## config.mk

```make
export PLATFORM = sky130hd
export DESIGN_NAME = phy_reg_target
export DESIGN_NICKNAME = d
export VERILOG_FILES = /design/src/rtl/phy_reg_target.sv
export SDC_FILE = /design/constraint.sdc
export NUM_CORES = 1
export LEC_CHECK = 0
export BUFFER_PORTS_ARGS = -buffer_cell sky130_fd_sc_hd__buf_2
export CAP_MARGIN = 10
export CORE_MARGIN = 1
export CORE_UTILIZATION = 56
export CTS_CLUSTER_SIZE = 14
export DETAILED_ROUTE_END_ITERATION = 7
export HOLD_SLACK_MARGIN = 0.03
export PLACE_DENSITY = 0.79
export SYNTH_ARGS = -nofsm -noshare
export SYNTH_HDL_FRONTEND = slang
export SYNTH_SLANG_ARGS = --single-unit
```

## constraint.sdc

```tcl
create_clock -name clk -period 2.2 [get_ports clk]
set_input_delay 0.22 -clock clk [delete_from_list [all_inputs] [get_ports clk]]
set_output_delay 0.22 -clock clk [all_outputs]
set_load 0.05 [all_outputs]
```

## src/rtl/phy_reg_target.sv

```systemverilog
module phy_reg_target #(
  parameter int          NUM_REGS  = 16,
  parameter logic [15:0] BASE_ADDR = 16'h1000,
  parameter int          ACK_DELAY = 3,
  parameter int          STAT_IDX  = 13,
  parameter logic [15:0] STAT_VAL  = 16'h0001
) (
  input  logic        clk,
  input  logic        rst_n,
  input  logic [19:0] ctl_word,
  output logic [16:0] stat_word
);
  localparam int IDX_W = (NUM_REGS > 1) ? $clog2(NUM_REGS) : 1;
  localparam int CNT_W = (ACK_DELAY > 1) ? $clog2(ACK_DELAY) : 1;
  localparam logic [CNT_W-1:0] CNT_INIT = CNT_W'(ACK_DELAY - 1);

  typedef enum logic [1:0] {S_IDLE, S_WAIT, S_HOLD} st_t;

  logic [15:0] bus;
  logic [3:0]  strb;
  assign bus  = ctl_word[15:0];
  assign strb = ctl_word[19:16];

  st_t         st;
  logic [CNT_W-1:0] cnt;
  logic [3:0]  strb_q, op_q;
  logic [15:0] addr_q, pend_q, rd_q;
  logic [15:0] bank [NUM_REGS];

  logic single, start, ack, mapped;
  logic [16:0] off_full;
  logic [IDX_W-1:0] idx;

  assign single   = (strb != 4'd0) && ((strb & (strb - 4'd1)) == 4'd0);
  assign start    = (st == S_IDLE) && single && (strb_q == 4'd0);
  assign ack      = (st == S_HOLD);
  assign off_full = {1'b0, addr_q} - {1'b0, BASE_ADDR};
  assign mapped   = (addr_q >= BASE_ADDR) && (off_full < 17'(NUM_REGS));
  assign idx      = off_full[IDX_W-1:0];

  for (genvar i = 0; i < NUM_REGS; i++) begin : g_reg
    if (i == STAT_IDX) begin : g_fixed
      assign bank[i] = STAT_VAL;
    end else begin : g_rw
      logic [15:0] r;
      always_ff @(posedge clk or negedge rst_n) begin
        if (!rst_n) r <= '0;
        else if (start && strb[2] && mapped && (idx == IDX_W'(i))) r <= pend_q;
      end
      assign bank[i] = r;
    end
  end

  always_ff @(posedge clk or negedge rst_n) begin
    if (!rst_n) begin
      st     <= S_IDLE;
      cnt    <= '0;
      strb_q <= '0;
      op_q   <= '0;
      addr_q <= '0;
      pend_q <= '0;
      rd_q   <= '0;
    end else begin
      strb_q <= strb;
      case (st)
        S_IDLE: if (start) begin
          op_q <= strb;
          cnt  <= CNT_INIT;
          st   <= S_WAIT;
          if (strb[0]) addr_q <= bus;
          if (strb[1]) pend_q <= bus;
          if (strb[3]) rd_q   <= mapped ? bank[idx] : 16'h0000;
        end
        S_WAIT: if (cnt == '0) st <= S_HOLD;
                else cnt <= cnt - 1'b1;
        S_HOLD: if ((strb & op_q) == 4'd0) st <= S_IDLE;
        default: st <= S_IDLE;
      endcase
    end
  end

  assign stat_word = {ack, (ack && op_q[3]) ? rd_q : 16'h0000};

  a_r9_no_start_on_overlap: assert property (@(posedge clk) disable iff (!rst_n)
    (st == S_IDLE && $countones(strb) > 1) |=> (st == S_IDLE));

  a_r4_ack_held: assert property (@(posedge clk) disable iff (!rst_n)
    (ack && (strb & op_q) != 4'd0) |=> ack);

  a_r4_ack_released: assert property (@(posedge clk) disable iff (!rst_n)
    (ack && (strb & op_q) == 4'd0) |=> !ack);

  a_r5_addr_latched: assert property (@(posedge clk) disable iff (!rst_n)
    (start && strb[0]) |=> (addr_q == $past(bus)));

  a_r3_ack_from_wait: assert property (@(posedge clk) disable iff (!rst_n)
    $rose(ack) |-> ($past(st) == S_WAIT));

  a_r3_count_bounded: assert property (@(posedge clk) disable iff (!rst_n)
    (st == S_WAIT) |-> (cnt <= CNT_INIT));
endmodule

```

# After elaboration in Yosys (flattened, before gate mapping)
# Cells that the tools add are included.
# totals
reg_bits	300
inputBits	22
output_inout_bits	17
wordCells	99
# op_classes
n_addsub	3
n_lt_le_gt_ge	3
eq_ne	20
n_mux	12
bitwise	3
n_reduce_logical	36
# ops
operator	n
binary-select mux 16 bit (select 4 bit)	1
2-to-1 mux 16 bit	4
== test 4 bit, second input constant	7
logical AND 1 bit	22
less-than comparator 17 x 5 -> 1 bit, second input constant	1
subtractor 16 x 13 -> 17 bit, second input constant	1
== test 4 x 3 -> 1 bit, second input constant	4
greater-or-equal comparator 16 x 13 -> 1 bit, second input constant	1
logical NOT 4 bit	4
AND reduction 3 bit	5
2-to-1 mux 2 bit	5
AND 4 bit	2
== test 4 x 2 -> 1 bit, second input constant	2
!= test 2 bit, second input constant	3
case mux 2 bit (3 select lines)	1
greater-or-equal comparator 5 bit, second input constant	1
NOT 4 -> 5 bit	1
== test 4 x 1 -> 1 bit, second input constant	1
logical NOT 2 bit	2
case mux 2 bit (2 select lines)	1
nonzero test 4 bit	1
subtractor 4 x 1 -> 4 bit, second input constant	1
== test 2 x 1 -> 1 bit, second input constant	1
== test 2 bit, second input constant	1
other kinds (4)	4

# Logic depth before layout (Yosys ltp)
# Gate-level depths: netlist of the first run.
# logic_depth
depth_word	9
depth_mapped	9
ltp_nobuf	6

# Least setup slack after synthesis of the first run
# No wires, ideal clock.
# synth_path
kind	register to register
start	register addr_q[12]
end	register g_reg[0].g_rw.r[0]
setup_ps	125
t_arrival_ps	2289
t_required_ps	2075
setup_slack_ps	-214
path_stages_with_launch	9
n_path_buf	2
period_less_slack_ps	2414
path_cell_list	dfrtp_1 -> inv_1 -> ha_1 -> nor4b_4 -> nand4_4 -> buf_6 -> nor4_4 -> buf_6 -> mux2_4
# synth_between
elab_chain_len	5
word_cells_on_any_way	6
cone_classes	add/sub (1); order compare (2); reduce/logical (3)
# synth_lines
item	line	source
start, declared	27	logic [15:0] addr_q, pend_q, rd_q;
start signal, assigned	70	if (strb[0]) addr_q <= bus;
subtractor 16 x 13 -> 17 bit	37	assign off_full = {1'b0, addr_q} - {1'b0, BASE_ADDR};
less-than comparator 17 x 5 -> 1 bit	38	assign mapped = (addr_q >= BASE_ADDR) && (off_full < 17'(NUM_REGS));
logical AND 1 bit *	38	
logical AND 1 bit * (2 in series)	48	else if (start && strb[2] && mapped && (idx == IDX_W'(i))) r <= pend_q;
end signal, assigned	48	
end, declared	45	logic [15:0] r;
# Every way passes the cells marked *; elsewhere a longest branch is shown, timed or not.
# A chain may end at the register's enable or synchronous reset.

# Worst setup path after layout of the first run
# layout_path
start	register strb_q[1]
end	register g_reg[3].g_rw.r[6]
# layout_between
elab_chain_len	5
# layout_lines
item	line	source
start, declared	26	logic [3:0] strb_q, op_q;
start signal, assigned	64	strb_q <= strb;
logical NOT 4 bit	35	assign start = (st == S_IDLE) && single && (strb_q == 4'd0);
logical AND 1 bit	35	
logical AND 1 bit (3 in series)	48	
end signal, assigned	48	
end, declared	45	
# No other way between the ends.

==> results.yml, run 1 <==
worst_setup_path:
  critPathKind: "register to register"
  worstPathCellList: "nor4_4, nand3_4, buf_12, nor4_4, buf_6, mux2_2"
  reg2regPathDepth: 6
  cp-start-kind: "register"
  cpMostUsedCell: "nor4_4"
  cp_slowest_cell: "dfrtp_1"
  slowest_delay_ns: 0.40
  arrival_ns: 2.65
  reg2reg_slack_ns: -0.02
  required_ns: 2.63
  path_max_fanout: 15
  cp-end-kind: "register"
drt:
  firstDrtPassIters: 5
  wl_per_cell_microns: 25.6
  drt_first_iter_violations: 697
  num_vias: 8840
  viasPerCell: 6.24
  wl_microns: 36200
  drc_errors: 0
  antenna_left: 0
synth:
  syn_area_sq_um: 14200
  ys_ff_latch: 300
  synthCells: 957
  postSynthNetCount: 981
  async_flop_share_pct: 100
  avgSynthCellArea_sq_um: 14.8
  synth_ff_type: "dfrtp_1"
  synth_edf_count: 0
  ys_types: 48
  ys_warn_count: 0
  yosysSeqAreaShare_pct: 52.9
die:
  ios: 39
  core_area_sq_um: 24600
  die-area_sq_um: 26000
  rows: 57
  die_h_microns: 161
  die_x_microns: 161
  start_util_pct: 57.7
place:
  gp_congestion: 0.854
  numPortBuffers: 38
  dp.final_hpwl_microns: 23100
  placed_area_sq_um: 15200
clocking:
  cts_tree: "built"
  insertion_delay_ns: 0.56
  ctsLongestPathBuffers: 3
  cts_inserted_buffers: 30
  clkTransAtPathRegs_ns: 0.06
  htreeDepth: 1
  cts-root-buf: "clkbuf_16"
  cts_sinks: 300
finish:
  diodes: 0
  multi_input_area_sq_um: 6560
  seqCellArea_sq_um: 7510
  fillCellCount: 1642
  finalInstanceArea_sq_um: 16900
  layout-drive-gt1-share_pct: 47.0
  fin_nets: 1093
  syn_to_final_growth_pct: 19.0
sta:
  skew_ns: 0.0198
  setup-tns-final_ns: -0.0458
  timing.final.ws_setup_ns: -0.0152
  rsz0062_at_grt: "yes"
  maxSlewHeadroom_pct: 48.3
  whs_ns: 0.216
  slew_violations: 0
  hold_violations: 0
  fmax_mhz: 451
  fin_crit_sh_pct: 101
  final.min_clock_period_ns: 2.22
  finalSetupViolations: 9
  worst_pin_slew_ns: 0.769
power_and_ir_drop:
  p_leak_nw: 8.05
  p_per_area_nw_per_um2: 723
  ir_worst_vdd_mv: 0.655
global_routing:
  grt_pass1_vias: 9368
  grt.overflow.total: 0
  grt_usage_pct: 27.5
  grt_antenna_before_repair: 0
  grt_max_degree: 64
  grt_pass1_wl_microns: 54600
outcome:
  status: "finished, violations left"
  violations: "negative setup slack"
run:
  drv_cap: 0
worst_hold_path:
  worstHoldPathType: "input port to async pin"
[path summary, 6_finish.rpt]
check / startpoint / endpoint
min in group clk: ctl_word[19] / strb_q[3]
worst max-delay path: strb_q[1] / g_reg[3].g_rw.r[6]
worst max register to register: strb_q[1] / g_reg[3].g_rw.r[6]
worst min register to register: rd_q[11] / rd_q[11]
worst min-delay path: rst_n / st[0]
max in group asynchronous: rst_n / pend_q[13]
[sequential cells by signal (all words and copies together) (netlist names)]
register  cells
st            2
cnt           2
rd_q         16
addr_q       16
op_q          4
pend_q       16
g.g_rw.r    240
strb_q        4
[per-stage QoR]
step                total power, mW  cells  setup WS [ns]  util [%]
finish                         12.2   1416        -0.0152      68.7
CTS                            12.2   1411        -0.0133      66.7
global route                   12.6   1416        -0.0865      68.7
detailed placement             7.06   1335        -0.0133      61.7
floorplan                      6.50    957         -0.156         -
global placement               7.03   1335        -0.0149      61.7
[area by class of cell]
class                   count  share of cell area (%)
repair buffers            150                    8.22
multi-input cells         581                    38.9
flip-flops and latches    300                    44.5
well taps                 324                    2.40
clock buffers              47                    5.36
clock inverters             8                   0.548
inverters                   6                   0.133
[synth_stat cells (2+ instances only)]
cell type / n / area, sq um
nor2_1: 8 / 30.0
mux2_2: 203 / 2290
buf_4: 6 / 45.0
nor2b_1: 6 / 37.5
buf_2: 13 / 65.1
a41o_1: 7 / 70.1
o21ai_0: 17 / 85.1
nand3_1: 7 / 35.0
nor4b_4: 2 / 47.6
a22oi_1: 22 / 165
nor3_1: 3 / 15.0
and3b_1: 2 / 17.5
buf_6: 12 / 135
ha_1: 2 / 25.0
a22o_1: 14 / 123
inv_1: 6 / 22.5
nand2_1: 39 / 146
buf_1: 4 / 15.0
o221ai_1: 6 / 52.6
mux2i_1: 50 / 500
dfrtp_1: 300 / 7510
nand4_1: 10 / 62.6
o31ai_1: 7 / 52.6
a221oi_1: 7 / 61.3
nor4_4: 16 / 340
a2bb2oi_1: 7 / 61.3
and3_1: 17 / 106
mux4_2: 17 / 383
mux2_4: 90 / 1350
nor3b_1: 5 / 37.5
clkbuf_1: 34 / 128
a21bo_2: 2 / 20.0
[cells by family after synthesis]
logic type / count (synthesis) / share of synthesized area, %
xor+xnor: 2 / 0.123
simple gates: 120 / 6.59
mux: 361 / 31.9
buf+inv: 76 / 3.00
compound gates: 96 / 5.33
flops: 300 / 52.9
fa+ha+maj: 2 / 0.176
[timing repair]
action	in CTS	in global routing
endpoints found under the setup margin	19	231
gates cloned	0	2
buffers inserted	0	3
pin swaps	0	1
gates resized for setup	1	112
hold buffers	21	0
endpoints found under the hold margin	93	0
[metal layers]
layer / wire, microns / part of all wire [%] / track usage (%) / vias up
li1: - / - / - / 3754
met2: 17300 / 48 / 45.1 / 313
met4: 1130 / 3.1 / 8.10 / 0
met1: 15800 / 44 / 38.4 / 4691
met5: 0 / 0 / 0 / -
met3: 1990 / 5.5 / 3.49 / 82
[layout by cell type, fill, tap and decap left out, types with 3 or more instances in the layout]
master	n
a221oi_1	7
o31ai_1	7
buf_6	28
nor3b_1	5
dfrtp_1	297
inv_1	6
nand3_1	7
mux2_2	126
a41o_1	7
clkbuf_8	7
buf_8	3
buf_4	48
nor2_1	8
a22o_1	14
buf_12	11
nand2_1	39
buf_2	36
clkbuf_16	33
mux2i_1	50
nor2b_1	6
mux2_4	167
dlygate4sd3_1	21
a22oi_1	22
mux4_2	17
a2bb2oi_1	7
clkinv_2	5
and3_1	17
o21ai_0	17
clkbuf_1	9
nand4_1	10
nor3_1	3
nor4_4	16
o221ai_1	6
[critical path: cells and delay by family, from the launching register on]
kind / cells / cell delay, ns
buffers and inverters: 2 / 0.41
DFF: 1 / 0.40
muxes: 1 / 0.35
and+or+nand+nor: 3 / 0.92
[report_power, final]
part / leakage (nW) / total, mW / switching [mW] / internal (mW)
combinational: 3.40 / 1.14 / 0.665 / 0.474
clock: 0.491 / 5.17 / 2.13 / 3.04
sequential: 4.16 / 5.90 / 0.278 / 5.62
(Power assumes the default switching activity.)
==> run 2: changes to the inputs <==
Settings changed: ABC_AREA set to 1, CORE_UTILIZATION 56 to 57, PLACE_DENSITY 0.79 to 0.8.
==> results.yml, run 2 <==
power_and_ir_drop:
  p_leak_nw: 10.0
  ir_worst_vdd_mv: 0.703
  p_per_area_nw_per_um2: 831
worst_hold_path:
  worstHoldPathType: "input port to async pin"
drt:
  wl_per_cell_microns: 17.8
  firstDrtPassIters: 6
  drc_errors: 0
  drt_first_iter_violations: 1861
  wl_microns: 48100
  num_vias: 15275
  antenna_left: 0
  viasPerCell: 5.64
finish:
  layout-drive-gt1-share_pct: 9.11
  fillCellCount: 2344
  fin_cells: 2707
  final_common_cell: "nand2_1"
  fin_util_pct: 65.3
  syn_to_final_growth_pct: 12.0
  top_register: "g.g_rw.r"
  seqCellArea_sq_um: 7510
  fin_nets: 2329
  mostFrequentLayoutCells: "1149 x nand2_1, 298 x dfrtp_1, 247 x inv_1, 240 x nand4_1, 104 x nor2_1"
  largest_reg_flops: 240
  multi_input_area_sq_um: 7000
die:
  die-area_sq_um: 29300
  rows: 61
  die_x_microns: 171
  ios: 39
  start_util_pct: 58.3
  die_h_microns: 171
  core_area_sq_um: 28000
global_routing:
  grt.overflow.total: 0
  use_met3_pct: 5.98
  grt.busiest_layer: "met2"
  met2_usage_pct: 52.9
  use_met1_pct: 46.8
  grt_usage_pct: 34.4
  grt_antenna_before_repair: 1
  grt_pass1_wl_microns: 77900
  grt_pass1_vias: 14557
  grt_max_degree: 90
sta:
  skew_ns: 0.0125
  hold_violations: 0
  rsz0062_at_grt: "yes"
  maxSlewHeadroom_pct: 32.7
  slew_violations: 0
  finalSetupViolations: 0
  worst_pin_slew_ns: 1.01
  final.min_clock_period_ns: 2.09
  fin_crit_sh_pct: 94.8
  fmax_mhz: 479
run:
  drv_cap: 0
worst_setup_path:
  reg2regPathDepth: 11
  slowest_delay_ns: 0.34
  worstPathCellList: "inv_1, ha_1, nand2_1, nor2_1, nand2_1, nor2_4, buf_12, buf_4, nand4_4, nand2_1, nand2_1"
  cp-end-kind: "register"
  required_ns: 2.60
  startpoint: "addr_q[12]"
  cpMostUsedCell: "nand2_1"
  cp-start-kind: "register"
  r2r_start: "addr_q[12]"
  reg2reg_to: "g_reg[4].g_rw.r[0]"
  cp_slowest_cell: "dfrtp_1"
  path_max_fanout: 28
  critPathKind: "register to register"
  reg2reg_slack_ns: 0.11
  arrival_ns: 2.48
synth:
  yosys.area.top_type_share_pct: 46.0
  synth_edf_count: 0
  ys_ff_latch: 300
  synth_top_area_cell: "dfrtp_1"
  yosysMostFrequentCell: "nand2_1"
  synthCells: 2307
  postSynthNetCount: 2331
  yosysSeqAreaShare_pct: 46.0
  synth_area_leaders: "dfrtp_1 46%, nand2_1 26%, nand4_1 9.2%"
  syn_area_sq_um: 16300
  async_flop_share_pct: 100
  synth_ff_type: "dfrtp_1"
  avgSynthCellArea_sq_um: 7.08
  netlist_top_cells_count: "1149 x nand2_1, 300 x dfrtp_1, 247 x inv_1, 240 x nand4_1, 104 x nor2_1"
  ys_types: 26
  ys_warn_count: 0
clocking:
  ctsLongestPathBuffers: 3
  insertion_delay_ns: 0.52
  cts_tree: "built"
  clkTransAtPathRegs_ns: 0.06
  cts-root-buf: "clkbuf_16"
  cts_inserted_buffers: 34
  cts_sinks: 300
  htreeDepth: 2
  cts_resized: 0
place:
  numPortBuffers: 38
  dp.final_hpwl_microns: 29800
  dpl.cell_count: 2626
  gp_congestion: 0.918
outcome:
  status: "completed"
[run 2: cell types whose count changed after synthesis, moves of 52 or more]
| cell | delta |
|---|---|
| buf_2 | +52 |
| nand4_1 | +230 |
| nand2_1 | +1110 |
| mux2_2 | -203 |
| inv_1 | +241 |
| nor2_1 | +96 |
| mux2_4 | -90 |
[run 2: how the worst max path moves through the flow]
stage	end	slack [ns]	cells past startpoint
floorplan	g_reg[12].g_rw.r[14]	0.37	11
global placement	g_reg[4].g_rw.r[1]	0.20	11
detailed placement	g_reg[4].g_rw.r[6]	0.17	11
CTS	stat_word[11]	0.11	5
global route	g_reg[11].g_rw.r[3]	-0.03	11
finish	g_reg[4].g_rw.r[0]	0.11	11
[run 2: metrics by stage]
step / area [sq um] / power (mW) / hold slack (ns) / worst slack, ns / TNS (ns)
floorplan: 16300 / 7.96 / -0.0756 / 0.368 / 0
global placement: 16900 / 9.23 / 0.267 / 0.196 / 0
detailed placement: 16900 / 9.26 / 0.272 / 0.169 / 0
CTS: 18300 / 15.1 / 0.315 / 0.113 / 0
global route: 18300 / 15.7 / 0.354 / -0.0295 / -0.118
finish: 18300 / 15.2 / 0.301 / 0.114 / 0
[run 2: final cells by class]
class	instances	area share [%]
Antenna cell	1	0.0137
Clock inverter	8	0.534
Sequential cell	300	41.1
Multi-Input combinational cell	1583	38.3
Timing Repair Buffer	133	6.51
Tap cell	378	2.59
Inverter	253	5.20
Clock buffer	51	5.79
[run 2: logic make-up after synthesis]
family                     Yosys count  synth area share (%)
buffers and inverters              424                  11.1
adders and majority gates            2                 0.153
and+or+nand+nor                   1554                  41.9
AOI/OAI and AO/OA                   27                 0.874
DFF                                300                  46.0
[run 2: routing by layer]
metal / part of all wire, % / vias to the layer above
li1: - / 7136
met2: 45 / 807
met1: 40 / 7165
met5: 0 / -
met3: 10 / 167
met4: 5.2 / 0
[run 2: repair_timing]
item                                   4_1_cts  5_1_grt
setup endpoints to repair                    0        9
endpoints found under the hold margin      104        0
setup buffers                                0        0
hold buffers                                21        0
[run 2: critical path, delay by kind of cell (launching register included)]
kind	cells	cell delay, ns
simple gates	7	0.85
fa+ha+maj	1	0.27
buf+inv	3	0.49
flops	1	0.34
[run 2: where the power goes]
part           internal (mW)  total (mW)  switching, mW
logic                  0.934        3.44           2.50
registers               5.66        5.90          0.239
clock network           3.56        5.85           2.29
total                   10.2        15.2           5.03
==> run 3: changes to the inputs <==
Settings changed: CORE_UTILIZATION 57 to 65, CTS_BUF_LIST set to sky130_fd_sc_hd__clkbuf_8, PLACE_DENSITY 0.8 to 0.85.
Clock period 2.2 ns to 2.38 ns, I/O delays scaled along.
==> results.yml, run 3 (same netlist as run 2, synthesis figures left out) <==
sta:
  fmax_mhz: 472
  finalSetupViolations: 0
  final.min_clock_period_ns: 2.12
  skew_ns: 0.0294
  setup-tns-final_ns: 0
  rsz0062_at_grt: "no"
  fin_crit_sh_pct: 88.9
  slew_violations: 0
  maxSlewHeadroom_pct: 28.0
  whs_ns: 0.226
  worst_pin_slew_ns: 1.08
  hold_violations: 0
die:
  start_util_pct: 66.7
  die_x_microns: 160
  die_h_microns: 160
  ios: 39
  rows: 57
  core_area_sq_um: 24500
  die-area_sq_um: 25800
global_routing:
  grt_pass1_wl_microns: 76700
  grt_max_degree: 114
  grt.overflow.total: 0
  grt_usage_pct: 37.8
  grt_antenna_before_repair: 1
  grt_pass1_vias: 14845
clocking:
  cts-root-buf: "clkbuf_8"
  insertion_delay_ns: 0.59
  htreeDepth: 2
  cts_inserted_buffers: 50
  cts_sinks: 300
  ctsLongestPathBuffers: 3
  cts_tree: "built"
  cts_resized: 0
  ctsHoldBuffers: 21
  post-cts-setup-buffers: 0
  clkTransAtPathRegs_ns: 0.06
drt:
  firstDrtPassIters: 7
  wl_microns: 46800
  num_vias: 15396
  wl_per_cell_microns: 17.5
  drt_first_iter_violations: 1874
  antenna_left: 0
  viasPerCell: 5.76
  drc_errors: 1
finish:
  mostFrequentLayoutCells: "1149 x nand2_1, 298 x dfrtp_1, 263 x inv_1, 240 x nand4_1, 104 x nor2_1"
  top_register: "g.g_rw.r"
  final_common_cell: "nand2_1"
  syn_to_final_growth_pct: 10.1
  fillCellCount: 1872
  fin_nets: 2331
  diodes: 0
  layout-drive-gt1-share_pct: 9.42
  largest_reg_flops: 240
worst_setup_path:
  slowest_delay_ns: 0.40
  cp_slowest_cell: "dfrtp_1"
  arrival_ns: 1.88
  path_max_fanout: 16
  cp-end-kind: "output port"
  cpMostUsedCell: "nor2_1"
  worstPathCellList: "nor2_1, nand2_1, buf_4, nor2_1, buf_2"
  required_ns: 2.14
  cp-start-kind: "register"
  critPathKind: "register to output port"
worst_hold_path:
  worstHoldPathType: "input port to async pin"
outcome:
  violations: "design-rule violations"
  status: "finished, violations left"
place:
  gp_congestion: 0.931
  dp.final_hpwl_microns: 28500
  numPortBuffers: 38
run:
  drv_cap: 0
power_and_ir_drop:
  p_leak_nw: 10.0
  power_mw: 13.3
  ir_worst_vdd_mv: 0.569
  p_per_area_nw_per_um2: 738
==> run 3: cell types whose count changed in the layout (fill, tap and decap cells not counted), sizes merged <==
cell	before	now
inv	252	269
clkbuf	51	67
buf	112	98
bufinv	2	1
clkinv	7	8
diode	1	0
==> run 3: path summary, 6_finish.rpt <==
check,cells past startpoint,endpoint,slack [ns],start
max,5,stat_word[9],0.26,st[0]
min,2,g_reg[11].g_rw.r[12],0.23,rst_n
max reg2reg,7,g_reg[10].g_rw.r[14],0.29,addr_q[0]
min reg2reg,2,g_reg[7].g_rw.r[2],0.47,g_reg[7].g_rw.r[2]
max in group asynchronous,3,g_reg[3].g_rw.r[2],1.35,rst_n
min in group clk,2,strb_q[0],0.33,ctl_word[16]
==> run 3: critical path: cells and delay by family, from the launching register on <==
family / cells / cell delay, ns
buf+inv: 2 / 0.49
flops: 1 / 0.40
simple gates: 3 / 0.40
==> run 3: power by group <==
| group | switching (mW) | total, mW | internal [mW] | leakage, nW |
|---|---|---|---|---|
| Combinational | 2.10 | 2.93 | 0.832 | 5.29 |
| Clock | 2.12 | 4.75 | 2.62 | 0.614 |
| Sequential | 0.366 | 5.60 | 5.23 | 4.10 |
| Total | 4.59 | 13.3 | 8.69 | 10.0 |
==> run 3: routing by layer <==
layer | up-vias | global-route usage [%] | wire length (microns)
met5 | - | 0 | 13
met4 | 2 | 20.4 | 2440
met3 | 190 | 7.13 | 5150
met2 | 871 | 58.0 | 21100
met1 | 7183 | 51.2 | 18100
li1 | 7150 | - | -
==> run 3: stage by stage <==
step / utilization, % / worst slack, ns / std cells / area (sq um)
CTS: 73.5 / 0.224 / 2671 / 18000
global placement: 68.3 / 0.408 / 2558 / 16700
floorplan: - / 0.548 / 2307 / 16300
detailed placement: 68.3 / 0.345 / 2558 / 16700
finish: 73.5 / 0.263 / 2671 / 18000
global route: 73.5 / 0.127 / 2671 / 18000
==> run 3: final cells by class <==
class	count	area, sq um	area share, %
clock buffers	67	922	5.13
clock inverters	25	138	0.766
inverters	253	951	5.29
multi-input cells	1583	7000	38.9
flip-flops and latches	300	7510	41.8
well taps	324	405	2.25
repair buffers	119	1050	5.83
